$ cat config.mk
export PLATFORM = sky130hd
export DESIGN_NAME = corr_bpred
export DESIGN_NICKNAME = d
export VERILOG_FILES = /design/src/rtl/bp_pkg.sv /design/src/rtl/bp_ctr.sv /design/src/rtl/bp_ghr.sv /design/src/rtl/bp_table.sv /design/src/rtl/corr_bpred.sv
export SDC_FILE = /design/constraint.sdc
export NUM_CORES = 1
export LEC_CHECK = 0
export BUFFER_PORTS_ARGS = -buffer_cell sky130_fd_sc_hd__buf_2
export CAP_MARGIN = 25
export CORE_MARGIN = 4
export CORE_UTILIZATION = 40
export CTS_BUF_LIST = sky130_fd_sc_hd__clkbuf_8
export DETAILED_ROUTE_END_ITERATION = 16
export PLACE_DENSITY = 0.65
export SYNTH_ARGS = -nofsm -noshare
export SYNTH_HDL_FRONTEND = slang
export SYNTH_SLANG_ARGS = --single-unit
$ cat constraint.sdc
create_clock -name clk -period 4.85 [get_ports clk]
set_clock_uncertainty 0.2 [all_clocks]
set_input_delay 0.2425 -clock clk [delete_from_list [all_inputs] [get_ports clk]]
set_output_delay 0.2425 -clock clk [all_outputs]
set_load 0.05 [all_outputs]
$ cat src/rtl/bp_pkg.sv
package bp_pkg;

    typedef enum logic [1:0] {
        CTR_SNT = 2'b00,
        CTR_WNT = 2'b01,
        CTR_WT  = 2'b10,
        CTR_ST  = 2'b11
    } ctr_state_e;

    localparam ctr_state_e CTR_RESET = CTR_WNT;

endpackage

$ cat src/rtl/bp_ctr.sv
module bp_ctr
    import bp_pkg::*;
(
    input  logic       clk,
    input  logic       rst_n,
    input  logic       train,
    input  logic       outcome,
    output ctr_state_e state_o,
    output logic       taken_o
);

    ctr_state_e state_q;
    ctr_state_e state_d;

    // state register
    always_ff @(posedge clk or negedge rst_n) begin
        if (!rst_n) begin
            state_q <= CTR_RESET;
        end else begin
            state_q <= state_d;
        end
    end

    // transitions
    always_comb begin
        state_d = state_q;
        if (train) begin
            unique case (state_q)
                CTR_SNT: state_d = outcome ? CTR_WNT : CTR_SNT;
                CTR_WNT: state_d = outcome ? CTR_WT  : CTR_SNT;
                CTR_WT:  state_d = outcome ? CTR_ST  : CTR_WNT;
                CTR_ST:  state_d = outcome ? CTR_ST  : CTR_WT;
                default: state_d = CTR_RESET;
            endcase
        end
    end

    // outputs
    always_comb begin
        unique case (state_q)
            CTR_SNT, CTR_WNT: taken_o = 1'b0;
            CTR_WT,  CTR_ST:  taken_o = 1'b1;
            default:          taken_o = 1'b0;
        endcase
        state_o = state_q;
    end

endmodule

$ cat src/rtl/bp_ghr.sv
module bp_ghr #(
    parameter int HIST_W = 2
) (
    input  logic              clk,
    input  logic              rst_n,
    input  logic              shift_en,
    input  logic              outcome,
    output logic [HIST_W-1:0] hist_o
);

    logic [HIST_W-1:0] hist_q;

    generate
        if (HIST_W == 1) begin : g_one
            always_ff @(posedge clk or negedge rst_n) begin
                if (!rst_n)        hist_q <= '0;
                else if (shift_en) hist_q <= outcome;
            end
        end else begin : g_many
            always_ff @(posedge clk or negedge rst_n) begin
                if (!rst_n)        hist_q <= '0;
                else if (shift_en) hist_q <= {hist_q[HIST_W-2:0], outcome};
            end
        end
    endgenerate

    assign hist_o = hist_q;

endmodule

$ cat src/rtl/bp_table.sv
module bp_table
    import bp_pkg::*;
#(
    parameter int ROW_W  = 4,
    parameter int HIST_W = 2
) (
    input  logic                         clk,
    input  logic                         rst_n,
    input  logic [ROW_W-1:0]             rd_row,
    input  logic [HIST_W-1:0]            rd_hist,
    output logic                         rd_taken,
    input  logic                         wr_en,
    input  logic [ROW_W-1:0]             wr_row,
    input  logic [HIST_W-1:0]            wr_hist,
    input  logic                         wr_taken,
    output logic [2*(1<<(ROW_W+HIST_W))-1:0] all_state
);

    localparam int SEL_W = ROW_W + HIST_W;
    localparam int N_CTR = 1 << SEL_W;

    logic [SEL_W-1:0] rd_sel;
    logic [SEL_W-1:0] wr_sel;
    logic [N_CTR-1:0] taken_vec;

    assign rd_sel = {rd_row, rd_hist};
    assign wr_sel = {wr_row, wr_hist};

    generate
        for (genvar i = 0; i < N_CTR; i++) begin : g_ctr
            ctr_state_e st;
            bp_ctr u_ctr (
                .clk     (clk),
                .rst_n   (rst_n),
                .train   (wr_en && (wr_sel == SEL_W'(i))),
                .outcome (wr_taken),
                .state_o (st),
                .taken_o (taken_vec[i])
            );
            assign all_state[2*i +: 2] = st;
        end
    endgenerate

    assign rd_taken = taken_vec[rd_sel];

endmodule

$ cat src/rtl/corr_bpred.sv
module corr_bpred #(
    parameter int PC_W   = 32,
    parameter int ROW_W  = 4,
    parameter int HIST_W = 2,
    parameter int PC_LSB = 2
) (
    input  logic              clk,
    input  logic              rst_n,
    input  logic [PC_W-1:0]   pred_pc,
    output logic              pred_taken,
    output logic [HIST_W-1:0] pred_hist,
    input  logic              upd_valid,
    input  logic [PC_W-1:0]   upd_pc,
    input  logic [HIST_W-1:0] upd_hist,
    input  logic              upd_taken
);

    localparam int N_CTR = 1 << (ROW_W + HIST_W);

    logic [HIST_W-1:0]  ghr;
    logic [2*N_CTR-1:0] ctr_all;

    bp_ghr #(.HIST_W(HIST_W)) u_ghr (
        .clk      (clk),
        .rst_n    (rst_n),
        .shift_en (upd_valid),
        .outcome  (upd_taken),
        .hist_o   (ghr)
    );

    bp_table #(.ROW_W(ROW_W), .HIST_W(HIST_W)) u_tbl (
        .clk       (clk),
        .rst_n     (rst_n),
        .rd_row    (pred_pc[PC_LSB +: ROW_W]),
        .rd_hist   (ghr),
        .rd_taken  (pred_taken),
        .wr_en     (upd_valid),
        .wr_row    (upd_pc[PC_LSB +: ROW_W]),
        .wr_hist   (upd_hist),
        .wr_taken  (upd_taken),
        .all_state (ctr_all)
    );

    assign pred_hist = ghr;

endmodule

==> results.md, run 1 <==
* Status: completed
* Final worst setup slack at 1.47 ns
* # DRC at 0
* Root buffer cell: clkbuf_8
* M3 GR Usage at 3.94%
* Critical path peak fanout at 18
* Seq pwr share at 53.5%
* Pre-CTS setup slack at 1.99 ns
* Power Internal at 1.68 mW
* # diodes at 0
* CP arrival at 2.94 ns
* CTS HTree Levels at 4
* CTS tree: yes
* RSZ-0062 raised after global routing: false
* Final Max Tran Viols at 0
* Reg clk slew, reported paths at 0.08 ns
* Post-synth top area share at 22.0%
* Crit path kind: reg -> out
* Relative slew margins at 32.5%
* Number of max-cap violations at 0
* Met1 usage at 25.1%
* Final setup TNS at 0 ns
* Part of the power in the clock network at 36.2%
* Std-Cell Rows at 50
* Syn nets at 936
* Number of setup buffers added after CTS at 0
* Pre-antenna DRT Iters at 5
* Synth top area cells: dfstp_2 (22%), dfrtp_1 (22%), o21ai_0 (10%)
* Count of cell types in the netlist at 50
* Yosys synthesis warning count at 0
* Initial Util at 40.8%
* FILL cells at 1,826
* First-pass GRT wire length at 31,300 um
* Syn_area_per_cell at 8.84 um^2
* Tcrit/Tclk final at 69.7%
* CTS Buf Count at 17
* # setup viols final at 0
* Buffers & Inverters on Critical Path at 1
* CP max stage delay at 1.01 ns
* Dpl hpwl at 12,100 um
* Cell area after synthesis at 0.00766 mm^2
* Post_cts resized at 0
* Antenna Violating Nets Remaining at 0
* Seq/Total Area, Yosys at 43.5%
* IO buf count at 16
* Post-synth top area cell: dfstp_2
* Initial antenna violation count at 0
* Mapped Cells at 866
* Cell Chain, Critical Path: mux4_2 -> o2111ai_1 -> o311ai_1 -> nor3_1 -> nor3_1 -> buf_2
* Routed wire length at 19,000 um
* Routability Congestion at 0.906
* Busiest grt layer: met2
* Clock Latency Late Sink at 0.46 ns
* Die area at 0.0214 mm^2
* Critical Path Most Common Cell: nor3_1
* Congestion Overflow GR at 0
* Min-Delay Path Class: in -> reg
* P_leak at 2.76 nW
* Number of synthesized flops with an enable pin at 0
* Routed wire per std cell at 17.1 um
* Fin. Hold Viols at 0
* Die width at 146 um
* Vias in the first global route at 5,993
* First DRT Iteration DRCs at 568
* Synth Register Bits at 130
* PD cells at 285 mW/mm^2
* Largest net degree at the start of global routing at 94
* FMAX at 296 MHz
* Asr flop ratio synth at 100%
* Via density at 5.87
* CTS Sinks at 130
* CORE AREA at 0.0188 mm^2
* VDD IR max at 0.118 mV
* WP data required at 4.41 ns
* Worst setup SP type: flip-flop
* Prevailing post-synth register cell: dfrtp_1
* Total Routing Usage GR at 18.3%
* Combinational share of power at 10.2%
* Worst path slowest cell: dfrtp_1
* Switching share of power at 28.6%
* Io pins at 73
* Vias after detailed routing at 6,543
* CP top delay family: flip-flops
* Synth-to-Final Area Change at 7.99%
* P_sw at 0.674 mW
* Die Y at 146 um
* CTS Buffer Depth at 2
* Crit. End Element: output pin
* M2 GR Usage at 28.4%
* Fin nets at 937
* Cts hold-fix bufs at 2
* Worst Tran Pin Value at 1.01 ns
* Ratio of cells with drive above 1 in the final layout at 19.8%
* Post-route minimum period at 3.38 ns
-- registers in the layout, summed over array words and instances (netlist names) --
register and count:
u_ghr.hist_o 2, u_tbl.g_ctr.u_ctr.state_o 128
-- tightest hold or removal path, delay by kind of cell --
family,cells,cell delay [ns]
buffers and inverters,2,0.29
AO/OA/AOI/OAI,1,0.18
-- layer usage --
| layer | part of all wire (%) | up-vias | wire [um] |
|---|---|---|---|
| li1 | - | 3222 | - |
| met1 | 48 | 3155 | 9120 |
| met2 | 45 | 129 | 8580 |
| met3 | 4.4 | 37 | 831 |
| met4 | 2.4 | 0 | 460 |
| met5 | 0 | - | 0 |
-- power by group through the flow --
stage	sequential, mW	clock [mW]	combinational [mW]
2_1_floorplan	1.26	0	0.174
3_3_place_gp	1.28	0	0.237
3_5_place_dp	1.28	0	0.241
4_1_cts	1.26	0.879	0.242
5_1_grt	1.28	0.925	0.269
6_report	1.26	0.854	0.242
-- placed cells by master, fill, tap and decap left out, types with 3 or more instances in the layout --
cell	synthesis	layout
a221o_1	20	20
nor2_4	6	6
and2_1	6	6
nand4bb_1	4	4
clkinvlp_4	0	4
buf_4	1	5
a211oi_1	17	17
o21ai_0	158	158
mux4_2	12	12
or4b_4	3	3
mux2_2	4	4
nor3_1	7	7
o21ai_1	10	10
a21oi_1	75	75
clkbuf_8	0	19
a31oi_1	27	27
nor2b_1	4	4
a211oi_2	13	13
nor3b_1	22	21
nand2b_1	6	6
inv_1	3	5
nand3b_1	10	10
buf_2	19	15
nor3_2	4	4
and4b_1	3	3
dfrtp_1	66	66
dfstp_2	64	64
nor2_1	124	124
o31ai_1	12	12
o211ai_1	5	5
nor2_2	10	10
nand2_1	102	102
clkinv_2	0	5
nand3_1	6	6
-- Yosys cell counts, types with 5 or more instances --
library cell  count
nor2_2           10
o21ai_0         158
o211ai_1          5
a221o_1          20
nor3b_1          22
dfstp_2          64
buf_6             5
a211oi_1         17
a31oi_1          27
nand3_1           6
o31ai_1          12
nor2_4            6
and2_1            6
mux4_2           12
clkbuf_1         17
buf_2            19
o21ai_1          10
dfrtp_1          66
a21oi_1          75
nand3b_1         10
nand2_1         102
nand2b_1          6
nor3_1            7
a211oi_2         13
nor2_1          124
-- metrics by stage --
step	area [um^2]	util (%)	hold WS, ns	instances	total power [mW]
4_1_cts	8230	43.9	0.0890	1112	2.38
3_3_place_gp	7850	41.8	0.206	1078	1.51
5_1_grt	8270	44.1	0.121	1114	2.47
2_1_floorplan	7660	-	-0.253	866	1.43
6_report	8270	44.1	0.0976	1114	2.36
3_5_place_dp	7850	41.8	0.205	1078	1.52
-- path summary, 6_finish.rpt --
kind / from / cells after the start / endpoint / slack (ns)
worst max-delay path: u_ghr.hist_o[1] / 6 / pred_taken / 1.47
worst max register to register: u_ghr.hist_o[1] / 1 / u_ghr.hist_o[1] / 3.28
max in group asynchronous: rst_n / 3 / u_tbl.g_ctr[15].u_ctr.state_o[0] / 3.16
worst min-delay path: upd_taken / 3 / u_tbl.g_ctr[20].u_ctr.state_o[1] / 0.1
worst min register to register: u_tbl.g_ctr[25].u_ctr.state_o[0] / 2 / u_tbl.g_ctr[25].u_ctr.state_o[0] / 0.33
min in group asynchronous: rst_n / 2 / u_tbl.g_ctr[11].u_ctr.state_o[1] / 0.25
-- cell families (layout without fill, tap and decap cells) --
group / Yosys count / after routing / share of synthesized area [%]
AO/OA/AOI/OAI: 342 / 342 / 26.7
buffers and inverters: 46 / 60 / 3.10
AND/OR/NAND/NOR: 329 / 329 / 21.7
flip-flops: 130 / 130 / 43.5
multiplexers: 19 / 19 / 4.93
-- final cells by class --
cell class                 count  area (um^2)  share of cell area, %
tap                          234          293                   3.54
inverter                       3         11.3                  0.136
timing repair buffer          25          183                   2.21
multi-input combinational    690         4090                   49.5
sequential                   130         3330                   40.3
clock inverter                13         96.3                   1.17
clock buffer                  19          262                   3.16
Note: power is estimated with default switching activity, not from simulation.
==> inputs of run 2 (changes only) <==
==> constraint.sdc (replaced) <==
create_clock -name clk -period 3.4 [get_ports clk]
set_clock_uncertainty 0.2 [all_clocks]
set_input_delay 0.17 -clock clk [delete_from_list [all_inputs] [get_ports clk]]
set_output_delay 0.17 -clock clk [all_outputs]
set_load 0.05 [all_outputs]
==> run 2 against run 1 <==
- power rose by 51%
- via count fell by 0.24%
- first-iteration DRC count fell by 1.6%
- largest power group unchanged
- highest routed layer unchanged
==> results.md, run 2 (synthesized netlist as in run 1, its figures left out) <==
* Crit path kind: reg -> out (unchanged)
* Vias in the first global route at 5,876 (was 5,993)
* Total Routing Usage GR at 18.2% (was 18.3%)
* R2R cell count at 2 (was 1)
* Tcrit/Tclk final at 86.5%
* CP max stage delay at 0.71 ns (was 1.01 ns)
* Initial Util at 40.8% (unchanged)
* CP arrival at 2.57 ns (was 2.94 ns)
* # setup viols final at 0 (unchanged)
* Via density at 5.85 (was 5.87)
* # diodes at 0 (unchanged)
* Die Y at 146 um (unchanged)
* P_leak at 2.80 nW (was 2.76 nW)
* Relative slew margins at 34.5% (was 32.5%)
* Status: completed (unchanged)
* Reg clk slew, reported paths at 0.08 ns (about the same)
* Dpl hpwl at 12,300 um (was 12,100 um)
* # DRC at 0 (unchanged)
* Post-route minimum period at 2.94 ns
* Core Util, Final at 44.5% (was 44.1%)
* Pre-antenna DRT Iters at 5 (unchanged)
* Most frequent cells in the layout: o21ai_0 (158), nor2_1 (124), nand2_1 (102) (unchanged)
* Die width at 146 um (unchanged)
* Congestion Overflow GR at 0 (unchanged)
* Vias after detailed routing at 6,527 (was 6,543)
* Buffers & Inverters on Critical Path at 1 (unchanged)
* Routability Congestion at 0.819 (was 0.906)
* Initial antenna violation count at 0 (unchanged)
* Worst setup SP type: flip-flop (unchanged)
* Critical path peak fanout at 18 (unchanged)
* Routed wire per std cell at 17.1 um (about the same)
* CTS HTree Levels at 4 (unchanged)
* CTS tree: yes (unchanged)
* Std-Cell Rows at 50 (unchanged)
* Ratio of cells with drive above 1 in the final layout at 20.3% (was 19.8%)
* Final Max Tran Viols at 0 (unchanged)
* Min-Delay Path Class: in -> async (was in -> reg)
* Clock Latency Late Sink at 0.45 ns (was 0.46 ns)
* Final setup TNS at 0 ns (unchanged)
* Worst path slowest cell: dfrtp_2 (was dfrtp_1)
* CP top delay family: flip-flops (unchanged)
* Max FFs per register at 128 (unchanged)
* Die area at 0.0214 mm^2 (unchanged)
* Root buffer cell: clkbuf_8 (unchanged)
* Io pins at 73 (unchanged)
* Most common cell after layout, fill and taps aside: o21ai_0 (unchanged)
* VDD IR max at 0.166 mV (was 0.118 mV)
* Largest net degree at the start of global routing at 70 (was 94)
* IO buf count at 16 (unchanged)
* Critical Path Most Common Cell: nor3_1 (unchanged)
* Synth-to-Final Area Change at 9.10% (was 7.99%)
* FMAX at 340 MHz
* WP data required at 3.03 ns (was 4.41 ns)
* RSZ-0062 raised after global routing: false (unchanged)
* First-pass GRT wire length at 31,300 um (about the same)
* Routed wire length at 19,100 um (was 19,000 um)
* CTS Buf Count at 17 (unchanged)
* PD cells at 426 mW/mm^2 (was 285 mW/mm^2)
* Cell Chain, Critical Path: mux4_2 -> o2111ai_1 -> o311ai_1 -> nor3_1 -> nor3_1 -> buf_2 (unchanged)
* CTS Buffer Depth at 2 (unchanged)
* Fin. Hold Viols at 0 (unchanged)
* Fin nets at 939 (was 937)
* First DRT Iteration DRCs at 559 (was 568)
* Crit. path cell count at 6 (unchanged)
* Worst Tran Pin Value at 0.983 ns (was 1.01 ns)
* Antenna Violating Nets Remaining at 0 (unchanged)
* CTS Sinks at 130 (unchanged)
* CORE AREA at 0.0188 mm^2 (unchanged)
* Crit. End Element: output pin (unchanged)
* Number of max-cap violations at 0 (unchanged)
==> run 2: changes by cell type in the layout (fill, tap and decap cells not counted), sizes merged <==
cell      previous run  this run
buf                 23        25
inv                  6         5
clkinvlp             4         3
clkbuf              19        21
clkinv               5         3
bufinv               1         3
==> run 2: metrics by stage <==
stage	worst slack, ns	power [mW]	hold slack [ns]	cells	area [um^2]
after detailed placement	0.581	2.17	-0.00214	1082	7910
after floorplan	0.427	2.05	-0.326	866	7660
after global routing	0.253	3.72	0.0994	1116	8350
final	0.459	3.56	0.0677	1116	8350
after global placement	0.614	2.16	-0.000220	1082	7910
after CTS	0.0870	3.60	0.0742	1116	8350
==> run 2: area by class of cell <==
type                       count  area [um^2]
clock buffer                  21          289
clock inverter                11          135
fill                        1779        10400
inverter                       3         11.3
multi-input combinational    690         4090
sequential                   130         3340
tap                          234          293
timing repair buffer          27          199
==> run 2: final timing paths <==
| kind | from | to | slack [ns] |
|---|---|---|---|
| max | u_ghr.hist_o[1] | pred_taken | 0.46 |
| min | rst_n | u_tbl.g_ctr[11].u_ctr.state_o[1] | 0.07 |
| max reg2reg | u_ghr.hist_o[0] | u_ghr.hist_o[0] | 1.97 |
| min reg2reg | u_tbl.g_ctr[59].u_ctr.state_o[0] | u_tbl.g_ctr[59].u_ctr.state_o[0] | 0.33 |
| max in group asynchronous | rst_n | u_tbl.g_ctr[61].u_ctr.state_o[0] | 2.11 |
| min in group clk | upd_pc[4] | u_tbl.g_ctr[4].u_ctr.state_o[0] | 0.16 |
==> run 2: timing repair <==
item,CTS,global route
setup endpoints to repair,0,1
hold endpoints to repair,63,0
resized for setup,0,2
hold buffers,2,0
setup buffers,0,0
==> run 2: layer usage <==
| metal | wire, um | global-route usage, % | part of all wire [%] |
|---|---|---|---|
| met1 | 9070 | 25.9 | 48 |
| met4 | 360 | 7.01 | 1.9 |
| met3 | 955 | 3.45 | 5.0 |
| met2 | 8670 | 27.7 | 45 |
| met5 | 0 | 0 | 0 |
==> run 2: where the power goes <==
part	internal (mW)	leakage, nW	switching [mW]
combinational	0.126	1.33	0.215
clock	0.794	0.216	0.620
sequential	1.68	1.25	0.126
total	2.60	2.80	0.961
==> inputs of run 3 (changes only) <==
--- a/config.mk
+++ b/config.mk
@@ -8,10 +8,10 @@
 export BUFFER_PORTS_ARGS = -buffer_cell sky130_fd_sc_hd__buf_2
 export CAP_MARGIN = 25
 export CORE_MARGIN = 4
-export CORE_UTILIZATION = 40
+export CORE_UTILIZATION = 25
 export CTS_BUF_LIST = sky130_fd_sc_hd__clkbuf_8
 export DETAILED_ROUTE_END_ITERATION = 16
-export PLACE_DENSITY = 0.65
+export PLACE_DENSITY = 0.47
 export SYNTH_ARGS = -nofsm -noshare
 export SYNTH_HDL_FRONTEND = slang
 export SYNTH_SLANG_ARGS = --single-unit
==> run 3 against run 2 <==
- flip-flop and latch count unchanged
- worst hold slack improved by 0.052 ns
- power increased by 2.1%
- non-clock buffer count rose by 3
- maximum frequency up 0.62%
- critical endpoint unchanged
- clock-buffer cell count decreased by 2
- largest power group unchanged
- routed wire length up 8.5%
==> results.md, run 3 (synthesized netlist as in run 1, its figures left out) <==
* Status: completed (unchanged)
* IO buf count at 16 (unchanged)
* Worst reg2reg startpoint: u_tbl.g_ctr[22].u_ctr.state_o[0] (was u_ghr.hist_o[0])
* Die Y at 183 um (was 146 um)
* Routed wire length at 20,700 um (was 19,100 um)
* Critical Path Most Common Cell: nor3_1 (unchanged)
* Part of the power in the clock network at 40.4% (was 39.7%)
* CTS Sinks at 130 (unchanged)
* Initial Util at 25.6% (was 40.8%)
* Pre-CTS setup slack at 0.903 ns (was 0.581 ns)
* Congestion Overflow GR at 0 (unchanged)
* Largest net degree at the start of global routing at 73 (was 70)
* Reg clk slew, reported paths at 0.08 ns (about the same)
* Crit path kind: reg -> out (unchanged)
* CTS tree: yes (unchanged)
* Reg-to-reg endpoint: u_tbl.g_ctr[22].u_ctr.state_o[0] (was u_ghr.hist_o[0])
* Routed wire per std cell at 16.2 um (was 17.1 um)
* Worst Tran Pin Value at 0.985 ns (was 0.983 ns)
* Final Max Tran Viols at 0 (unchanged)
* Routability Congestion at 0.793 (was 0.819)
* Die area at 0.0335 mm^2 (was 0.0214 mm^2)
* Number of max-cap violations at 0 (unchanged)
* VDD IR max at 0.202 mV (was 0.166 mV)
* Relative slew margins at 34.3% (was 34.5%)
* PD cells at 424 mW/mm^2 (was 426 mW/mm^2)
* Min-Delay Path Class: in -> async (unchanged)
* FILL cells at 3,140 (was 1,779)
* Initial antenna violation count at 0 (unchanged)
* Core Util, Final at 28.7% (was 44.5%)
* Combinational share of power at 10.4% (was 9.6%)
* Critical path peak fanout at 14 (was 18)
* CTS HTree Levels at 4 (unchanged)
* Dpl hpwl at 13,600 um (was 12,300 um)
* Via density at 5.05 (was 5.85)
* Synth-to-Final Area Change at 12.1% (was 9.10%)
* CP max stage delay at 0.54 ns (was 0.71 ns)
* Buffers & Inverters on Critical Path at 2 (was 1)
* CP arrival at 2.55 ns (was 2.57 ns)
* Worst setup SP type: flip-flop (unchanged)
* Fin. Hold Viols at 0 (unchanged)
* First DRT Iteration DRCs at 409 (was 559)
* P_leak at 2.82 nW (was 2.80 nW)
* Placed cell areas at 0.00814 mm^2 (was 0.00791 mm^2)
* CP top delay family: flip-flops (unchanged)
* Die width at 183 um (was 146 um)
* Fin nets at 942 (was 939)
* Total Routing Usage GR at 12.5% (was 18.2%)
* CTS Buffer Depth at 2 (unchanged)
* Io pins at 73 (unchanged)
* Number of setup buffers added after CTS at 0 (unchanged)
* Crit. End Element: output pin (unchanged)
* Post-route cell area at 0.00858 mm^2 (was 0.00835 mm^2)
* Final setup TNS at 0 ns (unchanged)
* Worst path slowest cell: dfrtp_1 (was dfrtp_2)
* RSZ-0062 raised after global routing: false (unchanged)
* Tcrit/Tclk final at 86.0% (was 86.5%)
* CTS Buf Count at 17 (unchanged)
* Vias in the first global route at 5,876 (unchanged)
* WP data required at 3.03 ns (about the same)
* P_sw at 0.996 mW (was 0.961 mW)
* Vias after detailed routing at 6,436 (was 6,527)
* Antenna Violating Nets Remaining at 0 (unchanged)
* # diodes at 0 (unchanged)
* Power Internal at 2.64 mW (was 2.60 mW)
* Std-Cell Rows at 63 (was 50)
* R2R setup slack at 2.09 ns (was 1.97 ns)
* Total power draw at 3.64 mW (was 3.56 mW)
* Seq pwr share at 49.2% (was 50.7%)
* Post-route minimum period at 2.92 ns (was 2.94 ns)
* CORE AREA at 0.0300 mm^2 (was 0.0188 mm^2)
* Switching share of power at 27.4% (was 27.0%)
* Final worst setup slack at 0.477 ns (was 0.459 ns)
* # DRC at 0 (unchanged)
* Pre-antenna DRT Iters at 5 (unchanged)
* Clock Latency Late Sink at 0.44 ns (was 0.45 ns)
* First-pass GRT wire length at 33,200 um (was 31,300 um)
* Max FFs per register at 128 (unchanged)
* FMAX at 342 MHz (was 340 MHz)
* Most common cell after layout, fill and taps aside: o21ai_0 (unchanged)
* Cell Chain, Critical Path: buf_12 -> mux4_2 -> a22oi_1 -> nand3_1 -> nor3_1 -> nor3_1 -> buf_2 (was mux4_2 -> o2111ai_1 -> o311ai_1 -> nor3_1 -> nor3_1 -> buf_2)
* Ratio of cells with drive above 1 in the final layout at 20.4% (was 20.3%)
* Root buffer cell: clkbuf_8 (unchanged)
* Most frequent cells in the layout: o21ai_0 (158), nor2_1 (124), nand2_1 (102) (unchanged)
* R2R cell count at 4 (was 2)
* # setup viols final at 0 (unchanged)
## run 3: cell types whose count changed in the layout (fill, tap and decap cells not counted), moves of 2 or more
cell / change
buf_4: +2
dfrtp_2: -2
clkbuf_8: -2
clkinv_2: +2
dfrtp_1: +2
## run 3: per-stage QoR
step / hold slack, ns / instances
after global routing: 0.166 / 1274
after detailed placement: 0.0606 / 1241
final: 0.119 / 1274
after global placement: 0.0628 / 1241
after floorplan: -0.326 / 866
after CTS: 0.106 / 1274
## run 3: layer usage
| metal | GRT usage, % | share of wire (%) |
|---|---|---|
| met3 | 2.40 | 4.0 |
| met5 | 0 | 0 |
| met1 | 18.0 | 50 |
| met4 | 2.86 | 0.71 |
| met2 | 19.5 | 46 |
## run 3: cell type report
cell class | instances | area, um^2 | share of cell area (%)
inverters | 3 | 11.3 | 0.131
flip-flops and latches | 130 | 3330 | 38.8
clock buffers | 19 | 262 | 3.05
clock inverters | 12 | 164 | 1.91
repair buffers | 30 | 234 | 2.73
multi-input cells | 690 | 4090 | 47.7
well taps | 390 | 488 | 5.69
## run 3: timing repair
item,in CTS,in global routing
gates resized for setup,0,0
hold buffers,2,0
endpoints found under the hold margin,73,0
## run 3: how the worst max path moves through the flow
stage | start | to | slack, ns | cells past startpoint
2_1_floorplan | u_ghr.hist_o[0] | pred_taken | 0.43 | 7
3_3_place_gp | u_ghr.hist_o[1] | pred_taken | 0.91 | 7
3_5_place_dp | u_ghr.hist_o[1] | pred_taken | 0.90 | 7
4_1_cts | u_ghr.hist_o[1] | pred_taken | 0.40 | 7
5_1_grt | u_ghr.hist_o[1] | pred_taken | 0.29 | 7
6_report | u_ghr.hist_o[1] | pred_taken | 0.48 | 7
## run 3: power groups by stage
stage                     logic, mW  clock network, mW  registers (mW)
after floorplan               0.248                  0            1.80
after global placement        0.380                  0            1.81
after detailed placement      0.387                  0            1.81
after CTS                     0.388               1.51            1.79
after global routing          0.421               1.58            1.81
final                         0.379               1.47            1.79
